### config.mk
export PLATFORM = sky130hd
export DESIGN_NAME = i2cfi_top
export DESIGN_NICKNAME = d
export VERILOG_FILES = /design/src/rtl/i2cfi_pkg.sv /design/src/rtl/i2cfi_sync.sv /design/src/rtl/i2cfi_byte_engine.sv /design/src/rtl/i2cfi_fault_ctrl.sv /design/src/rtl/i2cfi_top.sv
export SDC_FILE = /design/constraint.sdc
export NUM_CORES = 1
export LEC_CHECK = 0
export ABC_AREA = 1
export CAP_MARGIN = 25
export CORE_MARGIN = 1.5
export CORE_UTILIZATION = 45
export DETAILED_ROUTE_END_ITERATION = 10
export DONT_BUFFER_PORTS = 1
export PLACE_DENSITY = 0.59
export SYNTH_ARGS = -nofsm -noshare
export SYNTH_HDL_FRONTEND = slang
export SYNTH_HIERARCHICAL = 1
export SYNTH_SLANG_ARGS = --single-unit
### constraint.sdc
create_clock -name clk -period 4.7 [get_ports clk]
set_input_delay 0.94 -clock clk [delete_from_list [all_inputs] [get_ports clk]]
set_output_delay 0.94 -clock clk [all_outputs]
set_load 0.01 [all_outputs]
### src/rtl/i2cfi_pkg.sv
package i2cfi_pkg;

  typedef enum logic [1:0] {
    FK_NACK    = 2'd0,
    FK_STRETCH = 2'd1,
    FK_STUCK   = 2'd2,
    FK_COLLIDE = 2'd3
  } fault_kind_e;

  typedef enum logic [1:0] {
    CS_IDLE,
    CS_RUN,
    CS_GAP
  } ctrl_state_e;

  typedef enum logic [2:0] {
    BP_IDLE,
    BP_ADDR,
    BP_WDATA,
    BP_ACK,
    BP_READ
  } bus_phase_e;

  // Acknowledge decision for a completed byte.
  function automatic logic ack_decide(input logic is_addr, input logic match,
                                      input logic nack_mode, input logic coll_mode);
    if (nack_mode) return 1'b0;
    if (is_addr)   return match | coll_mode;
    return 1'b1;
  endfunction

endpackage

### src/rtl/i2cfi_sync.sv
module i2cfi_sync #(
  parameter int WIDTH  = 2,
  parameter int STAGES = 2
) (
  input  logic             clk,
  input  logic             rst_n,
  input  logic [WIDTH-1:0] d,
  output logic [WIDTH-1:0] q,
  output logic [WIDTH-1:0] q_prev
);
  // Stages 0..STAGES-1 synchronize; the last stage holds the previous value.
  logic [STAGES:0][WIDTH-1:0] chain;

  always_ff @(posedge clk or negedge rst_n) begin
    if (!rst_n) chain <= '1;
    else        chain <= {chain[STAGES-1:0], d};
  end

  assign q      = chain[STAGES-1];
  assign q_prev = chain[STAGES];
endmodule

### src/rtl/i2cfi_byte_engine.sv
module i2cfi_byte_engine
  import i2cfi_pkg::*;
#(
  parameter int ADDR_W = 7
) (
  input  logic              clk,
  input  logic              rst_n,
  input  logic              scl_s,
  input  logic              scl_p,
  input  logic              sda_s,
  input  logic              sda_p,
  input  logic [ADDR_W-1:0] own_addr,
  input  logic              nack_mode,
  input  logic              coll_mode,
  output logic              ack_drive,
  output logic              byte_evt,
  output logic              byte_is_addr,
  output logic              start_evt,
  output logic              stop_evt,
  output logic              scl_fall
);
  localparam int BYTE_W = ADDR_W + 1;
  localparam int BC_W   = $clog2(BYTE_W + 1);

  bus_phase_e        phase;
  logic [BYTE_W-1:0] shreg;
  logic [BC_W-1:0]   bitcnt;
  logic              addressed;
  logic              rw;
  logic              scl_rise;
  logic              addr_match;
  logic              ack_now;

  assign start_evt    = scl_s & scl_p & sda_p & ~sda_s;
  assign stop_evt     = scl_s & scl_p & ~sda_p & sda_s;
  assign scl_rise     = scl_s & ~scl_p;
  assign scl_fall     = ~scl_s & scl_p;
  assign byte_is_addr = (phase == BP_ADDR);
  assign byte_evt     = ((phase == BP_ADDR) || (phase == BP_WDATA)) && scl_fall
                        && (bitcnt == BC_W'(BYTE_W));
  assign addr_match   = (shreg[BYTE_W-1:1] == own_addr);
  assign ack_now      = ack_decide(byte_is_addr, addr_match, nack_mode, coll_mode);

  always_ff @(posedge clk or negedge rst_n) begin
    if (!rst_n) begin
      phase     <= BP_IDLE;
      shreg     <= '0;
      bitcnt    <= '0;
      addressed <= 1'b0;
      rw        <= 1'b0;
      ack_drive <= 1'b0;
    end else if (start_evt) begin
      phase     <= BP_ADDR;
      bitcnt    <= '0;
      addressed <= 1'b0;
      ack_drive <= 1'b0;
    end else if (stop_evt) begin
      phase     <= BP_IDLE;
      bitcnt    <= '0;
      addressed <= 1'b0;
      ack_drive <= 1'b0;
    end else begin
      case (phase)
        BP_ADDR, BP_WDATA: begin
          if (byte_evt) begin
            ack_drive <= ack_now;
            phase     <= BP_ACK;
            if (byte_is_addr) begin
              addressed <= ack_now;
              rw        <= shreg[0];
            end
          end else if (scl_rise) begin
            shreg  <= {shreg[BYTE_W-2:0], sda_s};
            bitcnt <= bitcnt + BC_W'(1);
          end
        end
        BP_ACK: begin
          if (scl_fall) begin
            ack_drive <= 1'b0;
            bitcnt    <= '0;
            phase     <= !addressed ? BP_IDLE : (rw ? BP_READ : BP_WDATA);
          end
        end
        default: ;
      endcase
    end
  end
endmodule

### src/rtl/i2cfi_fault_ctrl.sv
module i2cfi_fault_ctrl
  import i2cfi_pkg::*;
#(
  parameter int DUR_W = 16,
  parameter int SEV_W = 3,
  parameter int REP_W = 8
) (
  input  logic             clk,
  input  logic             rst_n,
  input  logic             cmd_valid,
  input  logic [1:0]       cmd_kind,
  input  logic [DUR_W-1:0] cmd_dur,
  input  logic [SEV_W-1:0] cmd_sev,
  input  logic [REP_W-1:0] cmd_rep,
  input  logic             cmd_cancel,
  input  logic             scl_fall,
  input  logic             byte_evt,
  input  logic             byte_is_addr,
  output logic             run,
  output logic             busy,
  output logic             done,
  output logic             reject,
  output logic             nack_mode,
  output logic             coll_mode,
  output logic             stuck_on,
  output logic             scl_hold
);
  localparam int SHIFT_MAX = (1 << SEV_W) - 1;
  localparam int CNT_W     = DUR_W + SHIFT_MAX;

  // Span of one run: duration (zero read as one) scaled by 2**severity.
  function automatic logic [CNT_W-1:0] span_of(input logic [DUR_W-1:0] d,
                                               input logic [SEV_W-1:0] s);
    logic [CNT_W-1:0] base;
    base = (d == '0) ? CNT_W'(1) : CNT_W'(d);
    return base << s;
  endfunction

  ctrl_state_e      state;
  fault_kind_e      kind_q;
  logic [DUR_W-1:0] dur_q;
  logic [SEV_W-1:0] sev_q;
  logic [REP_W-1:0] rep_left;
  logic [CNT_W-1:0] cnt;
  logic             tick;

  assign run       = (state == CS_RUN);
  assign busy      = (state != CS_IDLE);
  assign nack_mode = run && (kind_q == FK_NACK);
  assign coll_mode = run && (kind_q == FK_COLLIDE);
  assign stuck_on  = run && (kind_q == FK_STUCK);

  always_comb begin
    case (kind_q)
      FK_STUCK:   tick = 1'b1;
      FK_STRETCH: tick = scl_hold;
      FK_NACK:    tick = byte_evt;
      default:    tick = byte_evt & byte_is_addr;
    endcase
    tick = tick & run;
  end

  always_ff @(posedge clk or negedge rst_n) begin
    if (!rst_n) begin
      state    <= CS_IDLE;
      kind_q   <= FK_NACK;
      dur_q    <= '0;
      sev_q    <= '0;
      rep_left <= '0;
      cnt      <= '0;
      scl_hold <= 1'b0;
      done     <= 1'b0;
      reject   <= 1'b0;
    end else begin
      done   <= 1'b0;
      reject <= cmd_valid && (state != CS_IDLE);
      case (state)
        CS_IDLE: begin
          if (cmd_valid && !cmd_cancel) begin
            kind_q   <= fault_kind_e'(cmd_kind);
            dur_q    <= cmd_dur;
            sev_q    <= cmd_sev;
            rep_left <= cmd_rep;
            cnt      <= span_of(cmd_dur, cmd_sev);
            scl_hold <= 1'b0;
            state    <= CS_RUN;
          end
        end
        CS_RUN: begin
          if (cmd_cancel) begin
            state    <= CS_IDLE;
            scl_hold <= 1'b0;
            done     <= 1'b1;
          end else begin
            if (kind_q == FK_STRETCH && !scl_hold && scl_fall) scl_hold <= 1'b1;
            if (tick) begin
              if (cnt == CNT_W'(1)) begin
                scl_hold <= 1'b0;
                if (rep_left != '0) begin
                  rep_left <= rep_left - REP_W'(1);
                  cnt      <= span_of(dur_q, sev_q);
                  state    <= CS_GAP;
                end else begin
                  state <= CS_IDLE;
                  done  <= 1'b1;
                end
              end else begin
                cnt <= cnt - CNT_W'(1);
              end
            end
          end
        end
        default: begin
          if (cmd_cancel) begin
            state <= CS_IDLE;
            done  <= 1'b1;
          end else begin
            state <= CS_RUN;
          end
        end
      endcase
    end
  end
endmodule

### src/rtl/i2cfi_top.sv
module i2cfi_top
  import i2cfi_pkg::*;
#(
  parameter int ADDR_W      = 7,
  parameter int DUR_W       = 16,
  parameter int SEV_W       = 3,
  parameter int REP_W       = 8,
  parameter int SYNC_STAGES = 2
) (
  input  logic              clk,
  input  logic              rst_n,
  input  logic              scl_i,
  input  logic              sda_i,
  output logic              scl_pull_o,
  output logic              sda_pull_o,
  input  logic [ADDR_W-1:0] own_addr_i,
  input  logic              cmd_valid_i,
  input  logic [1:0]        cmd_kind_i,
  input  logic [DUR_W-1:0]  cmd_duration_i,
  input  logic [SEV_W-1:0]  cmd_severity_i,
  input  logic [REP_W-1:0]  cmd_repeat_i,
  input  logic              cmd_cancel_i,
  output logic              fault_active_o,
  output logic              busy_o,
  output logic              cmd_reject_o,
  output logic              done_o
);
  logic [1:0] line_s;
  logic [1:0] line_p;
  logic       ack_drive;
  logic       byte_evt;
  logic       byte_is_addr;
  logic       start_evt;
  logic       stop_evt;
  logic       scl_fall;
  logic       nack_mode;
  logic       coll_mode;
  logic       stuck_on;
  logic       scl_hold;

  i2cfi_sync #(.WIDTH(2), .STAGES(SYNC_STAGES)) u_sync (
    .clk(clk), .rst_n(rst_n), .d({scl_i, sda_i}), .q(line_s), .q_prev(line_p)
  );

  i2cfi_byte_engine #(.ADDR_W(ADDR_W)) u_engine (
    .clk(clk), .rst_n(rst_n),
    .scl_s(line_s[1]), .scl_p(line_p[1]), .sda_s(line_s[0]), .sda_p(line_p[0]),
    .own_addr(own_addr_i), .nack_mode(nack_mode), .coll_mode(coll_mode),
    .ack_drive(ack_drive), .byte_evt(byte_evt), .byte_is_addr(byte_is_addr),
    .start_evt(start_evt), .stop_evt(stop_evt), .scl_fall(scl_fall)
  );

  i2cfi_fault_ctrl #(.DUR_W(DUR_W), .SEV_W(SEV_W), .REP_W(REP_W)) u_ctrl (
    .clk(clk), .rst_n(rst_n),
    .cmd_valid(cmd_valid_i), .cmd_kind(cmd_kind_i), .cmd_dur(cmd_duration_i),
    .cmd_sev(cmd_severity_i), .cmd_rep(cmd_repeat_i), .cmd_cancel(cmd_cancel_i),
    .scl_fall(scl_fall), .byte_evt(byte_evt), .byte_is_addr(byte_is_addr),
    .run(fault_active_o), .busy(busy_o), .done(done_o), .reject(cmd_reject_o),
    .nack_mode(nack_mode), .coll_mode(coll_mode), .stuck_on(stuck_on),
    .scl_hold(scl_hold)
  );

  // Open drain: only pull enables leave the block.
  assign sda_pull_o = stuck_on | ack_drive;
  assign scl_pull_o = scl_hold;
endmodule

Word level (Yosys, flattened, before mapping)
Cells that the tools add are included.
{"block": "classes", "n_addsub": 3, "eq_ne": 22, "shift": 2, "muxes": 64, "bitwise": 18, "n_reduce_logical": 34}
{"operator": "$mux W23", "n": 5}
{"operator": "$pmux W23 S2", "n": 1}
{"operator": "$shl A23 B3 Y23", "n": 2}
{"operator": "$mux W8", "n": 5}
{"operator": "$logic_not A16 Y1", "n": 2}
{"operator": "$mux W16", "n": 2}
{"operator": "$mux W1", "n": 27}
{"operator": "$eq A23 B1 Y1 const B", "n": 1}
{"operator": "$sub A23 B1 Y23 const B", "n": 1}
{"operator": "$mux W4", "n": 5}
{"operator": "$mux W3", "n": 6}
{"operator": "$pmux W8 S2", "n": 1}
{"operator": "$reduce_and A5 Y1", "n": 3}
{"operator": "$ne A4 B3 Y1 const B", "n": 3}
{"operator": "$mux W2", "n": 5}
{"operator": "$and A1 B1 Y1", "n": 9}
{"operator": "$logic_and A1 B1 Y1", "n": 9}
{"operator": "$ne A3 B3 Y1 const B", "n": 3}
{"operator": "$reduce_and A3 Y1", "n": 3}
{"operator": "$reduce_bool A3 Y1", "n": 3}
{"operator": "$ne A2 B2 Y1 const B", "n": 4}
{"operator": "$pmux W4 S2", "n": 1}
{"operator": "$reduce_bool A8 Y1", "n": 1}
{"operator": "$sub A8 B1 Y8 const B", "n": 1}
{"operator": "other kinds (24)", "n": 40}
{"block": "totals", "ff_bits": 81, "inputBits": 42, "out_inout_bits": 6, "word_cells": 161}

Depth between registers and ports, before layout
{"block": "depth", "depth_word": 11, "depth_mapped": 15, "ltp_nobuf": 14}

By module
Netlist, hierarchy kept.
{"mod": "i2cfi_fault_ctrl", "n_inst": 1, "cells_each": 769, "area_each_um2": 4780.8, "seq_area_each_um2": 1426.4}
{"mod": "i2cfi_byte_engine", "n_inst": 1, "cells_each": 128, "area_each_um2": 1024.7, "seq_area_each_um2": 450.4}
{"mod": "i2cfi_sync", "n_inst": 1, "cells_each": 10, "area_each_um2": 187.7, "seq_area_each_um2": 157.7}
{"mod": "i2cfi_top", "n_inst": 1, "cells_each": 3, "area_each_um2": 11.3, "seq_area_each_um2": 0.0}

Least setup slack after synthesis
Ideal clock, no wire load.
{"block": "synth_timing", "path_type": "register -> output", "startpoint": "register u_ctrl.state[1]", "endpoint": "output sda_pull_o", "arrival_time_ps": 1187, "required_time_ps": 3760, "setup_slack_ps": 2573, "path_stages_with_launch": 7, "path_buffers": 1, "cell_sequence": "dfrtp_1 nor2_4 inv_2 buf_1 nor3_1 inv_1 nand2_1"}
{"block": "synth_between", "elab_chain_cells": 3}
{"element": "start, declared", "line": "i2cfi_fault_ctrl.sv:39", "rtl": "ctrl_state_e state;"}
{"element": "start signal, assigned", "line": "i2cfi_fault_ctrl.sv:65", "rtl": "state <= CS_IDLE;"}
{"element": "start signal, assigned", "line": "i2cfi_fault_ctrl.sv:86", "rtl": "state <= CS_RUN;"}
{"element": "start signal, assigned", "line": "i2cfi_fault_ctrl.sv:91", "rtl": "state <= CS_IDLE;"}
{"element": "$eq A2 B1 Y1", "line": "i2cfi_fault_ctrl.sv:47", "rtl": "assign run = (state == CS_RUN);"}
{"element": "$logic_and A1 B1 Y1", "line": "i2cfi_fault_ctrl.sv:51", "rtl": "assign stuck_on = run && (kind_q == FK_STUCK);"}
{"element": "via stuck_on", "line": "i2cfi_top.sv:38", "rtl": "logic stuck_on;"}
{"element": "$or A1 B1 Y1", "line": "i2cfi_top.sv:64", "rtl": "assign sda_pull_o = stuck_on | ack_drive;"}
{"element": "end, declared", "line": "i2cfi_top.sv:15", "rtl": "output logic sda_pull_o,"}
The timed path passes the listed nets, and every way through them passes these cells.

Final worst setup path
{"block": "layout_timing", "startpoint": "register u_ctrl.state[1]", "endpoint": "output sda_pull_o"}
{"block": "layout_between", "elab_chain_cells": 3}
{"element": "$eq A2 B1 Y1", "line": "i2cfi_fault_ctrl.sv:47"}
{"element": "via fault_active_o", "line": "i2cfi_top.sv:23", "rtl": "output logic fault_active_o,"}
{"element": "$logic_and A1 B1 Y1", "line": "i2cfi_fault_ctrl.sv:51"}
{"element": "via stuck_on", "line": "i2cfi_top.sv:38"}
{"element": "$or A1 B1 Y1", "line": "i2cfi_top.sv:64"}
The timed path passes the listed nets, and every way through them passes these cells.

==> impl_metrics.toml <==
[status]
status = "complete, no violations"

[synth]
synth_top_family_by_area = "simple AND/OR/NAND/NOR gates"
syn-cell-area_mm2 = 0.00600
synth_xor_area_share_pct = 3.50
synth-adder-area-share_pct = 1.25
synth_compound_area_share_pct = 15.7
synth_cells = 910
yosys-top-cells-count = "nand2_1 (292), o21ai_0 (104), nor2_1 (101)"
muxShareOfSynthArea_pct = 0.500
synth_flop_cell = "dfrtp_1"
ys_seq_area_share_pct = 33.9
synth-edff-count = 0
yosysWarnings = 6
yosys.area.top_type = "dfrtp_1"
ys_seq_elements = 81
yosys-top-cells-area = "dfrtp_1 (31%), nand2_1 (18%), o21ai_0 (8.7%)"
ys_types = 47
netlist.area_leader.share_pct = 31.3
synth-async-reset-ratio_pct = 100
synthSimpleGateAreaFrac_pct = 36.2
syn_avg_cell_area_um2 = 6.60
syn_nets = 958
synth.most_common_cell = "nand2_1"

[clocking]
htree_levels = 3
insertion_delay_ns = 0.35
cts_hold_buf = 0
root_buffer = "clkbuf_16"
postCtsSetupBuffers = 0
cts_resized = 0
cts_buffers = 9
cts_tree = "yes"
cts_buffer_depth = 2
cts.sinks = 81
clk_pin_slew_worst_paths_ns = 0.06

[final_layout]
num-nets-final = 941
area_growth_pct = 6.27
final_cells = 1074
drive_gt1_share_pct = 7.91
diodes = 0

[power_and_ir_drop]
p_clk_share_pct = 18.5
power_density_mw_per_mm2 = 618
p_comb_share_pct = 48.4
swShare_pct = 47.3
irDropWorstVdd_mv = 0.276
p_int_w = 0.00207
p_sw_w = 0.00187
p_leak_nw = 3.11
p_seq_share_pct = 33.0

[setup_path]
cp_max_fo = 28
cp.arrival_ns = 1.92
crit_path_max_incr_delay_ns = 0.43
crit_path_top_delay_cell = "dfrtp_1"
start_kind = "register"
worstPathCellList = "nor2_4, buf_4, inv_2, nor3_1, inv_1, nand2_1"
crit_required_ns = 3.76
r2r_cells = 10
critPathKind = "register to output pin"
crit_path_end_kind = "output pin"

[global_route]
grt-ovfl-total = 0
grt_usage_pct = 24.3
grt_pass1_wl_mm = 27.2
antenna_found_initial = 0
grt_max_degree = 82
grt_pass1_vias = 5439

[placement]
portBuffers = 0
place_hpwl_mm = 12.6
placed_cells = 1058
gp_congestion = 0.927

[floorplanning]
rows = 42
die_w_um = 119
initial_core_util_pct = 45.7
die_area_mm2 = 0.0140
design.core.area_mm2 = 0.0131
die_h_um = 119
boundaryPins = 48

[drt]
routed-via-count = 5794
ant_nets = 0
route.detailed.drc = 0
wl_met1_mm = 7.53
met3_length_um = 919
wl_met2_mm = 7.78
wirelength_mm = 16.6
wl_per_cell_um = 15.4
drt-pass1-iter-count = 8
vias_per_cell = 5.39
highest_layer = "met4"
drt-initial-drc-count = 409

[worst_hold_path]
hold_class = "input port to asynchronous set/reset pin"

[sta]
fin_crit_ns = 2.86
fin_tns_setup_ns = 0
fmax_ghz = 0.349
holdWs_ns = 0.289
setup_viol = 0
rsz0062_at_grt = "false"
worstMarginPinSlew_ns = 0.671
drv_slew = 0
hold_violations = 0
maxSlewHeadroom_pct = 55.1
period_share_pct = 60.9
fin_skew_ns = 0.0120

[run]
drv_cap = 0
==> flip-flops by register name (all words and copies together), names as in the netlist, 2 cells and up <==
signal / cells
u_engine/phase: 3
u_engine/bitcnt: 4
u_ctrl/rep_left: 8
u_ctrl/kind_q: 2
u_sync/q_prev: 2
u_ctrl/cnt: 23
u_ctrl/state: 2
u_sync/q: 2
u_sync/chain: 2
u_engine/shreg: 8
u_ctrl/sev_q: 3
u_ctrl/dur_q: 16
==> metal layers <==
layer | up-vias | track usage (%)
li1 | 2867 | -
met1 | 2734 | 33.2
met2 | 169 | 39.1
met3 | 24 | 3.67
met4 | 0 | 8.66
met5 | - | 0
==> cell families (layout without fill, tap and decap cells) <==
kind of cell / count (synthesis) / in the layout
AO/OA/AOI/OAI: 170 / 170
multiplexers: 3 / 3
XOR/XNOR: 24 / 24
adder cells (fa/ha/maj): 6 / 6
AND/OR/NAND/NOR: 497 / 497
flip-flops: 81 / 81
buffers and inverters: 129 / 117
==> final cells by class <==
class                           count  area (µm²)
Inverter                           99         372
Clock buffer                       11         243
Clock inverter                      5        62.6
Sequential cell                    81        2030
Timing Repair Buffer                2        15.0
Multi-Input combinational cell    700        3430
Fill cell                        1391        6760
Tap cell                          176         220
==> placed cells by master, fill, tap and decap left out, types with 10 or more instances in the layout <==
cell        n
a21boi_1   10
a21oi_1    18
dfrtp_1    75
inv_1      91
nand2_1   292
nand3_1    48
nor2_1    101
o21ai_0   104
o21ai_1    12
xnor2_1    10
xor2_1     14
==> power by group through the flow <==
| stage | sequential [W] | clock [W] | combinational [W] |
|---|---|---|---|
| 2_1_floorplan | 0.00120 | 0 | 0.00156 |
| 3_3_place_gp | 0.00130 | 0 | 0.00183 |
| 3_5_place_dp | 0.00131 | 0 | 0.00187 |
| 4_1_cts | 0.00130 | 0.000744 | 0.00189 |
| 5_1_grt | 0.00135 | 0.000772 | 0.00217 |
| 6_report | 0.00130 | 0.000730 | 0.00191 |
==> worst max-delay path, delay by kind of cell (launching register included) <==
kind	cells	cell delay [ns]
buffers and inverters	3	0.70
DFF	1	0.43
and+or+nand+nor	3	0.44
==> path summary, 6_finish.rpt <==
check	startpoint	to	slack (ns)
setup / recovery	u_ctrl/state[1]	sda_pull_o	1.84
hold / removal	rst_n	u_ctrl/cnt[15]	0.29
max in group asynchronous	rst_n	u_sync/chain[1]	4.19
min in group clk	u_sync/chain[0]	u_sync/q[0]	0.36
hold reg to reg	u_sync/chain[0]	u_sync/q[0]	0.36
setup reg to reg	u_ctrl/state[1]	u_ctrl/cnt[22]	1.95
==> per-stage QoR <==
step,instance area [µm²],utilization (%),setup WS [ns],power (W)
3_5_place_dp,6080,46.2,1.85,0.00318
4_1_cts,6380,48.6,1.80,0.00393
6_report,6380,48.6,1.84,0.00394
5_1_grt,6380,48.6,1.70,0.00429
2_1_floorplan,6000,-,2.57,0.00276
3_3_place_gp,6080,46.2,1.92,0.00313
Note: power is estimated with default switching activity, not from simulation.
